==> config.mk <==
export PLATFORM = sky130hd
export DESIGN_NAME = prio_irq_ctrl
export DESIGN_NICKNAME = d
export VERILOG_FILES = /design/src/rtl/pirq_pkg.sv /design/src/rtl/pirq_capture.sv /design/src/rtl/pirq_latch.sv /design/src/rtl/pirq_cfg.sv /design/src/rtl/pirq_arb.sv /design/src/rtl/prio_irq_ctrl.sv
export SDC_FILE = /design/constraint.sdc
export NUM_CORES = 1
export LEC_CHECK = 0
export CAP_MARGIN = 20
export CORE_MARGIN = 3
export CORE_UTILIZATION = 34
export DETAILED_ROUTE_END_ITERATION = 10
export MAX_ROUTING_LAYER = met4
export PLACE_DENSITY = 0.78
export SETUP_SLACK_MARGIN = 0.02
export SLEW_MARGIN = 25
export SYNTH_ARGS = -nofsm -noshare
export SYNTH_HDL_FRONTEND = slang
export SYNTH_SLANG_ARGS = --single-unit
==> constraint.sdc <==
create_clock -name clk -period 1.5 [get_ports clk]
set_input_delay 0.3 -clock clk [delete_from_list [all_inputs] [get_ports clk]]
set_output_delay 0.3 -clock clk [all_outputs]
set_load 0.05 [all_outputs]
==> src/rtl/pirq_pkg.sv <==
package pirq_pkg;
  localparam int unsigned NSRC  = 5;
  localparam int unsigned DW    = 8;
  localparam int unsigned VEC_W = 16;
  localparam int unsigned SRC_W = 3;

  typedef enum logic [SRC_W-1:0] {
    SRC_NMI    = 3'd0,
    SRC_EDGE   = 3'd1,
    SRC_LVL_HI = 3'd2,
    SRC_LVL_LO = 3'd3,
    SRC_GEN    = 3'd4
  } src_e;

  // configuration word, msb first
  typedef struct packed {
    logic       so_val;
    logic       so_en;
    logic       spare;
    logic       edge_clr;
    logic       mask_ld;
    logic [2:0] mask;
  } cfg_word_t;

  // status word, msb first
  typedef struct packed {
    logic       ser_in;
    logic       pend_edge;
    logic       pend_hi;
    logic       pend_lo;
    logic       gie;
    logic [2:0] mask;
  } stat_word_t;

  // mask bit positions
  localparam int unsigned MSK_EDGE = 2;
  localparam int unsigned MSK_HI   = 1;
  localparam int unsigned MSK_LO   = 0;

  // sources that pass through an edge latch
  localparam logic [NSRC-1:0] EDGE_SRCS = 5'b00011;

  // restart address: twice the restart number, times four
  function automatic logic [VEC_W-1:0] vec_of(input logic [SRC_W-1:0] s);
    int unsigned half_code;
    case (s)
      SRC_NMI:    half_code = 9;
      SRC_EDGE:   half_code = 15;
      SRC_LVL_HI: half_code = 13;
      SRC_LVL_LO: half_code = 11;
      default:    half_code = 0;
    endcase
    return VEC_W'(half_code * 4);
  endfunction
endpackage

==> src/rtl/pirq_capture.sv <==
module pirq_capture #(
  parameter int unsigned N = 5
) (
  input  logic         clk,
  input  logic         rst_ni,
  input  logic [N-1:0] req_i,
  input  logic         ser_i,
  output logic [N-1:0] lvl_o,
  output logic [N-1:0] rise_o,
  output logic         ser_o
);
  logic [N-1:0] prev_q;

  for (genvar g = 0; g < N; g++) begin : g_cap
    logic cur_q;
    always_ff @(posedge clk or negedge rst_ni) begin
      if (!rst_ni) begin
        cur_q     <= 1'b0;
        prev_q[g] <= 1'b0;
      end else begin
        cur_q     <= req_i[g];
        prev_q[g] <= cur_q;
      end
    end
    assign lvl_o[g]  = cur_q;
    assign rise_o[g] = cur_q & ~prev_q[g];
  end

  always_ff @(posedge clk or negedge rst_ni) begin
    if (!rst_ni) ser_o <= 1'b0;
    else         ser_o <= ser_i;
  end
endmodule

==> src/rtl/pirq_latch.sv <==
module pirq_latch #(
  parameter int unsigned     N        = 5,
  parameter logic [N-1:0]    EDGE_SET = '0
) (
  input  logic         clk,
  input  logic         rst_ni,
  input  logic [N-1:0] rise_i,
  input  logic [N-1:0] clr_i,
  output logic [N-1:0] held_o
);
  for (genvar g = 0; g < N; g++) begin : g_src
    if (EDGE_SET[g]) begin : g_edge
      logic held_q;
      always_ff @(posedge clk or negedge rst_ni) begin
        if (!rst_ni)        held_q <= 1'b0;
        else if (rise_i[g]) held_q <= 1'b1;
        else if (clr_i[g])  held_q <= 1'b0;
      end
      assign held_o[g] = held_q;
    end else begin : g_level
      assign held_o[g] = 1'b0;
    end
  end
endmodule

==> src/rtl/pirq_cfg.sv <==
module pirq_cfg
  import pirq_pkg::*;
(
  input  logic          clk,
  input  logic          rst_ni,
  input  logic          fire_i,
  input  cfg_word_t     word_i,
  output logic [2:0]    mask_o,
  output logic          ser_out_o,
  output logic          edge_clr_o
);
  always_ff @(posedge clk or negedge rst_ni) begin
    if (!rst_ni) begin
      mask_o    <= 3'b111;
      ser_out_o <= 1'b0;
    end else if (fire_i) begin
      if (word_i.mask_ld) mask_o    <= word_i.mask;
      if (word_i.so_en)   ser_out_o <= word_i.so_val;
    end
  end

  assign edge_clr_o = fire_i & word_i.edge_clr;
endmodule

==> src/rtl/pirq_arb.sv <==
module pirq_arb
  import pirq_pkg::*;
(
  input  logic [NSRC-1:0]  lvl_i,
  input  logic [NSRC-1:0]  held_i,
  input  logic [2:0]       mask_i,
  input  logic             gie_i,
  output logic [NSRC-1:0]  grant_o,
  output logic             valid_o,
  output logic [SRC_W-1:0] src_o,
  output logic [VEC_W-1:0] vec_o
);
  logic [NSRC-1:0] qual;

  always_comb begin
    qual           = '0;
    qual[SRC_NMI]    = held_i[SRC_NMI] & lvl_i[SRC_NMI];
    qual[SRC_EDGE]   = held_i[SRC_EDGE] & ~mask_i[MSK_EDGE] & gie_i;
    qual[SRC_LVL_HI] = lvl_i[SRC_LVL_HI] & ~mask_i[MSK_HI] & gie_i;
    qual[SRC_LVL_LO] = lvl_i[SRC_LVL_LO] & ~mask_i[MSK_LO] & gie_i;
    qual[SRC_GEN]    = lvl_i[SRC_GEN] & gie_i;
  end

  always_comb begin
    logic found;
    found   = 1'b0;
    grant_o = '0;
    src_o   = '0;
    for (int i = 0; i < NSRC; i++) begin
      if (qual[i] && !found) begin
        found      = 1'b1;
        grant_o[i] = 1'b1;
        src_o      = SRC_W'(i);
      end
    end
    valid_o = found;
    vec_o   = found ? vec_of(src_o) : '0;
  end
endmodule

==> src/rtl/prio_irq_ctrl.sv <==
module prio_irq_ctrl
  import pirq_pkg::*;
(
  input  logic             clk,
  input  logic             rst_ni,
  input  logic             nmi_req_i,
  input  logic             edge_req_i,
  input  logic             lvl_hi_req_i,
  input  logic             lvl_lo_req_i,
  input  logic             gen_req_i,
  input  logic             gie_i,
  input  logic             irq_ack_i,
  input  logic             ser_in_i,
  output logic             ser_out_o,
  input  logic             cfg_valid_i,
  output logic             cfg_ready_o,
  input  logic [DW-1:0]    cfg_data_i,
  output logic [DW-1:0]    stat_data_o,
  output logic             irq_valid_o,
  output logic [SRC_W-1:0] irq_src_o,
  output logic [VEC_W-1:0] irq_vector_o
);
  logic [NSRC-1:0] req_raw, lvl, rise, held, clr, grant;
  logic [2:0]      mask_q;
  logic            ser_in_q, edge_clr, cfg_fire;
  stat_word_t      stat;

  assign req_raw[SRC_NMI]    = nmi_req_i;
  assign req_raw[SRC_EDGE]   = edge_req_i;
  assign req_raw[SRC_LVL_HI] = lvl_hi_req_i;
  assign req_raw[SRC_LVL_LO] = lvl_lo_req_i;
  assign req_raw[SRC_GEN]    = gen_req_i;

  assign cfg_ready_o = 1'b1;
  assign cfg_fire    = cfg_valid_i & cfg_ready_o;

  pirq_capture #(.N(NSRC)) u_cap (
    .clk    (clk),
    .rst_ni (rst_ni),
    .req_i  (req_raw),
    .ser_i  (ser_in_i),
    .lvl_o  (lvl),
    .rise_o (rise),
    .ser_o  (ser_in_q)
  );

  always_comb begin
    clr = grant & {NSRC{irq_ack_i & irq_valid_o}};
    clr[SRC_EDGE] = clr[SRC_EDGE] | edge_clr;
  end

  pirq_latch #(.N(NSRC), .EDGE_SET(EDGE_SRCS)) u_latch (
    .clk    (clk),
    .rst_ni (rst_ni),
    .rise_i (rise),
    .clr_i  (clr),
    .held_o (held)
  );

  pirq_cfg u_cfg (
    .clk        (clk),
    .rst_ni     (rst_ni),
    .fire_i     (cfg_fire),
    .word_i     (cfg_word_t'(cfg_data_i)),
    .mask_o     (mask_q),
    .ser_out_o  (ser_out_o),
    .edge_clr_o (edge_clr)
  );

  pirq_arb u_arb (
    .lvl_i   (lvl),
    .held_i  (held),
    .mask_i  (mask_q),
    .gie_i   (gie_i),
    .grant_o (grant),
    .valid_o (irq_valid_o),
    .src_o   (irq_src_o),
    .vec_o   (irq_vector_o)
  );

  always_comb begin
    stat.ser_in    = ser_in_q;
    stat.pend_edge = held[SRC_EDGE];
    stat.pend_hi   = lvl[SRC_LVL_HI];
    stat.pend_lo   = lvl[SRC_LVL_LO];
    stat.gie       = gie_i;
    stat.mask      = mask_q;
  end
  assign stat_data_o = stat;
endmodule

==> metrics, run 1 <==
Mapped Cells 68; Netlist cell types 18; ys async rst share 100%; Largest stage delay, worst path 0.57 ns; initial antenna violation count 0; PwrDens just over 1000 mW/mm^2; core area around 0.0020 mm^2; Gate power share a little over half; num ports 49; Final Wtd Congestion around 0.74; Worst R2R Start u_cfg.mask_o[0]; worst r2r dst u_latch.g_src[0].g_edge.held_q; DRC Markers 0; Hold Vio Cnt, Final 0; startpoint types register; proportion of layout cells with a drive suffix above 1 between 50% and 60%; crit-path cells nor2b_4 -> o21ai_4 -> nand3_4 -> nor2_4 -> buf_12; die area 0.00270 mm^2; Die W 52 um; run status finished with violations; setup TNS -1.69 ns; Synth Flop Type dfrtp_1; Initial DRC Count 6; Post-Syn Area a little over 700 um^2; CP required ~1.2 ns; wire per inst roughly 11 um; global-route wire length before repair approximately 2.5 mm; Fin Clk Skew 0.00551 ns; flops & latches, synth 14; clk_lat worst skew 0.27 ns; maximum clock frequency approximately 560 MHz; Final Util between 70 and 80%; post-synth top area share a little under two fifths; Yosys warnings 0; fin nets between 100 and 150; dpl hpwl 1.27 mm; CTS root buf clkbuf_4; synthesized area per cell around 11 um^2; via density per instance approximately 4.1; R2R cell count 5; vias approximately 570; fillcell total 150; Flop pwr share a little under a third; share of the yosys chip area belonging to registers between 40% and 50%; Crit path buffers/inverters 1; area leader, netlist dfrtp_1; most frequent cells after synthesis buf_4, dfrtp_1, nand2_1; Inserted Clock Buffers 3; Longest Clk Path Bufs 2; antenna diode count 0; Cell Int Power 0.000933 W; Final period util 120%; CP Class register to primary output; VDD IR max between 700 and 800 uV; GRT Total Usage between 10% and 20%; CTS tree built; total grt overflow 0; CTS H-tree lvls 1; largest net degree at the start of global routing 15; clock sinks 14; CP arrival approximately 1.5 ns; area share of fa/ha/maj cells after synthesis 0%; post-synthesis mux area share 6.26%; crit path max-delay cell type dfstp_2; crit path max fanout 3; Synth Area in Compound Gates 7.83%; most frequent cell after synthesis buf_4; failing checks negative setup slack; final wirelength ~1.5 mm; vias in the first global route between 500 and 600; Antenna Nets Post-Route 0; CP delay by family, top flip-flops; Hold WS approximately 0.33 ns; Crit. End Element primary output; die height 52 um; Clock Power Share around 17%; P_sw around 0.00055 W; Final min period about 1.8 ns; total power around 0.0015 W; Starting Density 36.3%; crit path launch u_cfg.mask_o[0]; post-synthesis simple-gate area fraction between 10% and 20%; largest family of logic cells by synthesized area buffers and inverters; Setup violations, final 8; LEAKAGE 0.647 nW; Pins Over Slew Limit 0; Post-synth EDFFs 0; num rows 16; 1st-pass router iterations 4; worst slack, placed -0.268 ns; Sw Share a little under two fifths; R2R Setup Slk ~0.13 ns; Area growth syn-to-layout 98.8%; clock-pin slew on the worst setup and hold paths around 0.080 ns; hold crit path type input port to asynchronous set/reset pin; final worst slack -0.295 ns; I/O Buffers 34; RSZ-0062 raised after global routing yes; Area contributors post-synth dfrtp_1, buf_4, dfstp_2; Post-Synth XOR/XNOR Area 0%; MaxCap Viol Count 0
worst max-delay path by stage:
stage | depth (start not counted) | endpoint
finish | 5 | irq_src_o[2]
global route | 5 | irq_src_o[2]
CTS | 5 | irq_src_o[2]
detailed placement | 4 | irq_src_o[0]
global placement | 4 | irq_vector_o[4]
floorplan | 4 | irq_src_o[2]
cell families after synthesis:
logic type             count (synthesis)
buffers and inverters                 22
flip-flops                            14
multiplexers                           4
AO/OA/AOI/OAI                          6
AND/OR/NAND/NOR                       20
other                                  2
area by class of cell:
| type | instances | area (um^2) | share of cell area (%) |
|---|---|---|---|
| timing repair buffer | 49 | 637 | 44.5 |
| clock buffer | 4 | 36.3 | 2.54 |
| multi-input combinational | 43 | 357 | 24.9 |
| tap | 27 | 33.8 | 2.36 |
| sequential | 14 | 355 | 24.8 |
| inverter | 3 | 11.3 | 0.787 |
per-layer routing:
metal / track usage [%] / vias up / wire length [um]
met4: 6.55 / 0 / 0
met2: 22.2 / 37 / 843
met5: - / - / 0
met3: 2.87 / 0 / 145
li1: - / 275 / -
met1: 13.2 / 260 / 542
sequential cells by signal, indices dropped and copies added, names as in the netlist:
register,cells
u_cap.ser_o,1
u_cap.prev_q,2
u_latch.g_src.g_edge.held_q,2
u_cfg.mask_o,3
u_cfg.ser_out_o,1
u_cap.g_cap.cur_q,5
power groups by stage:
stage	clock, W	sequential [W]	combinational (W)
6_report	0.000255	0.000453	0.000779
4_1_cts	0.000268	0.000449	0.000741
3_5_place_dp	0	0.000455	0.000709
5_1_grt	0.000290	0.000457	0.000814
2_1_floorplan	0	0.000511	0.000355
3_3_place_gp	0	0.000452	0.000703
metrics by stage:
step / std cells / area, um^2
4_1_cts: 136 / 1370
2_1_floorplan: 79 / 813
3_3_place_gp: 130 / 1280
5_1_grt: 140 / 1430
3_5_place_dp: 130 / 1280
6_report: 140 / 1430
placed cells by master, fill, tap and decap left out, types with 2 or more instances in the layout:
master | netlist | routed
clkdlybuf4s50_1 | 0 | 16
buf_4 | 19 | 11
mux2_2 | 4 | 4
buf_6 | 0 | 4
clkbuf_4 | 0 | 3
dfrtp_1 | 11 | 10
nand2_1 | 8 | 5
dfstp_2 | 3 | 3
buf_12 | 0 | 17
nor2b_4 | 1 | 3
inv_1 | 3 | 3
nor2_4 | 0 | 5
nand2_4 | 0 | 2
conb_1 | 2 | 13
repair_timing:
item	CTS	global route
endpoints found under the setup margin	8	9
gates resized for setup	9	9
pin swaps	2	5
hold buffers	0	0
buffers inserted	2	4
Power figures use the tool's default switching activity.
==> inputs of run 2 (changes only) <==
- CELL_PAD_IN_SITES_DETAIL_PLACEMENT: default -> 1
- CELL_PAD_IN_SITES_GLOBAL_PLACEMENT: default -> 1
- CORE_UTILIZATION: 34 -> 24
- PLACE_DENSITY: 0.78 -> 0.77
==> run 2 against run 1 <==
Sequential share of layout area up 0.065 points. Hold slack lost 0.0052 ns. The flow still finishes with violations (negative setup slack). Combinational power barely moved.
==> metrics, run 2 (synthesis results as in run 1) <==
run status finished with violations; failing checks negative setup slack; crit path max fanout 3 (unchanged); Hold WS 0.325 ns (-0.00521 ns); clock sinks 14 (unchanged); VDD IR max 511 uV (-31%); Most flops, register u_cap.g_cap.cur_q; GRT Total Usage 11.4% (-1.2 points); Final Wtd Congestion 0.660 (-11%); Fin Clk Skew 0.00171 ns (-0.00380 ns); Area growth syn-to-layout 98.3%; DP Cell Count 134 (+3.1%); proportion of layout cells with a drive suffix above 1 54.8% (-0.085 points); Initial DRC Count 3 (-3); dpl hpwl 1.55 mm (+22%); CTS tree built; Inserted Clock Buffers 3 (unchanged); CP required 1.20 ns (about the same); Die W 60.8 um (+17%); largest net degree at the start of global routing 15 (unchanged); CTS root buf clkbuf_4; MaxCap Viol Count 0 (unchanged); RSZ-0062 raised after global routing yes; Final period util 119% (-0.70 points); global-route wire length before repair 3.02 mm (+23%); startpoint types register; commonest non-fill, non-tap cell in the layout buf_12; die area 0.00369 mm^2 (+36%); Setup violations, final 8 (unchanged); PwrDens 1050 mW/mm^2 (+0.64%); Crit. End Element primary output; final worst slack -0.284 ns (+0.0105 ns); Longest Clk Path Bufs 2 (unchanged); # hold bufs at CTS 0 (unchanged); LEAKAGE 0.639 nW (-1.3%); maximum clock frequency 560 MHz (+0.59%); wire per inst 13.1 um (+20%); fin nets 135 (+1.5%); die height 60.8 um (+17%); vias in the first global route 672 (+16%); CP arrival 1.48 ns (about the same); crit path launch u_cfg.mask_o[1]; Regs by FF count u_cap.g_cap.cur_q (5), u_cfg.mask_o (3); vias 598 (+4.5%); num rows 19 (+3); max reg flops 5 (unchanged); Starting Density 25.6% (-11 points); total grt overflow 0 (unchanged); clock-pin slew on the worst setup and hold paths 0.08 ns (about the same); I/O Buffers 34 (unchanged); Final min period 1.78 ns (-0.0105 ns); via density per instance 4.10 (+0.25%); Antenna Nets Post-Route 0 (unchanged); Worst R2R Start u_cfg.mask_o[1]; final wirelength 1.92 mm (+25%); core area 0.00281 mm^2 (+42%); clk_lat worst skew 0.27 ns (about the same); initial antenna violation count 0 (unchanged); CP Class register to primary output; non-filler cells, final 146 (+4.3%); Hold Vio Cnt, Final 0 (unchanged); num ports 49 (unchanged); DRC Markers 0 (unchanged); commonest cells after routing, fill and taps aside buf_12, clkdlybuf4s50_1, buf_4; antenna diode count 0 (unchanged); 1st-pass router iterations 3 (-1); Pins Over Slew Limit 0 (unchanged); hold crit path type input port to asynchronous set/reset pin; CTS H-tree lvls 1 (unchanged)
==> run 2: final timing paths <==
check | to | slack [ns] | cells after the start
max | irq_valid_o | -0.28 | 5
min | u_cap.ser_o | 0.32 | 2
max reg2reg | u_latch.g_src[0].g_edge.held_q | 0.07 | 6
min reg2reg | u_cap.prev_q[1] | 0.39 | 0
max in group asynchronous | u_cfg.mask_o[0] | 0.94 | 2
min in group clk | u_cap.prev_q[1] | 0.39 | 0
==> run 2: metrics by stage <==
step	instance area, um^2	worst slack [ns]	util, %	total power, W	TNS (ns)
finish	1430	-0.284	50.8	0.00149	-1.87
global route	1430	-0.367	50.8	0.00157	-2.54
CTS	1380	-0.305	49.2	0.00148	-2.01
detailed placement	1290	-0.316	45.9	0.00118	-2.76
global placement	1290	-0.283	45.9	0.00116	-2.43
floorplan	813	-0.327	-	0.000865	-1.41
==> run 2: worst max-delay path, stage by stage, from the launching register on <==
cell     delay [ns]
dfstp_2        0.57
nor2b_4        0.05
o21ai_4        0.18
buf_4          0.15
nand4_4        0.09
buf_12         0.17
==> run 2: metal layers <==
| metal | up-vias | wire length, um | GRT usage, % |
|---|---|---|---|
| met5 | - | 0 | - |
| met4 | 0 | 0 | 2.79 |
| met3 | 0 | 170 | 2.55 |
| met2 | 32 | 1120 | 23.1 |
| met1 | 286 | 620 | 10.6 |
| li1 | 280 | - | - |
==> run 2: area by class of cell <==
class	instances	area [um^2]
Clock buffer	4	36.3
Sequential cell	14	355
Multi-Input combinational cell	43	340
Tap cell	31	38.8
Timing Repair Buffer	51	644
Fill cell	296	1380
Inverter	3	11.3
==> run 2: report_power, final <==
| group | leakage (nW) | switching (W) | internal [W] | total [W] |
|---|---|---|---|---|
| clock | 0.0210 | 0.000116 | 0.000147 | 0.000263 |
| sequential | 0.157 | 0.0000293 | 0.000421 | 0.000451 |
| combinational | 0.461 | 0.000425 | 0.000354 | 0.000778 |
==> run 2: what timing repair did <==
item | 4_1_cts | 5_1_grt
resized for setup | 8 | 5
setup buffers | 4 | 4
endpoints found under the setup margin | 8 | 10
pin swaps | 1 | 4
==> inputs of run 3 (changes only) <==
- CTS_CLUSTER_DIAMETER: default -> 120
==> results of run 3 <==
Final layout, timing and power as in run 2 (identical DEF).
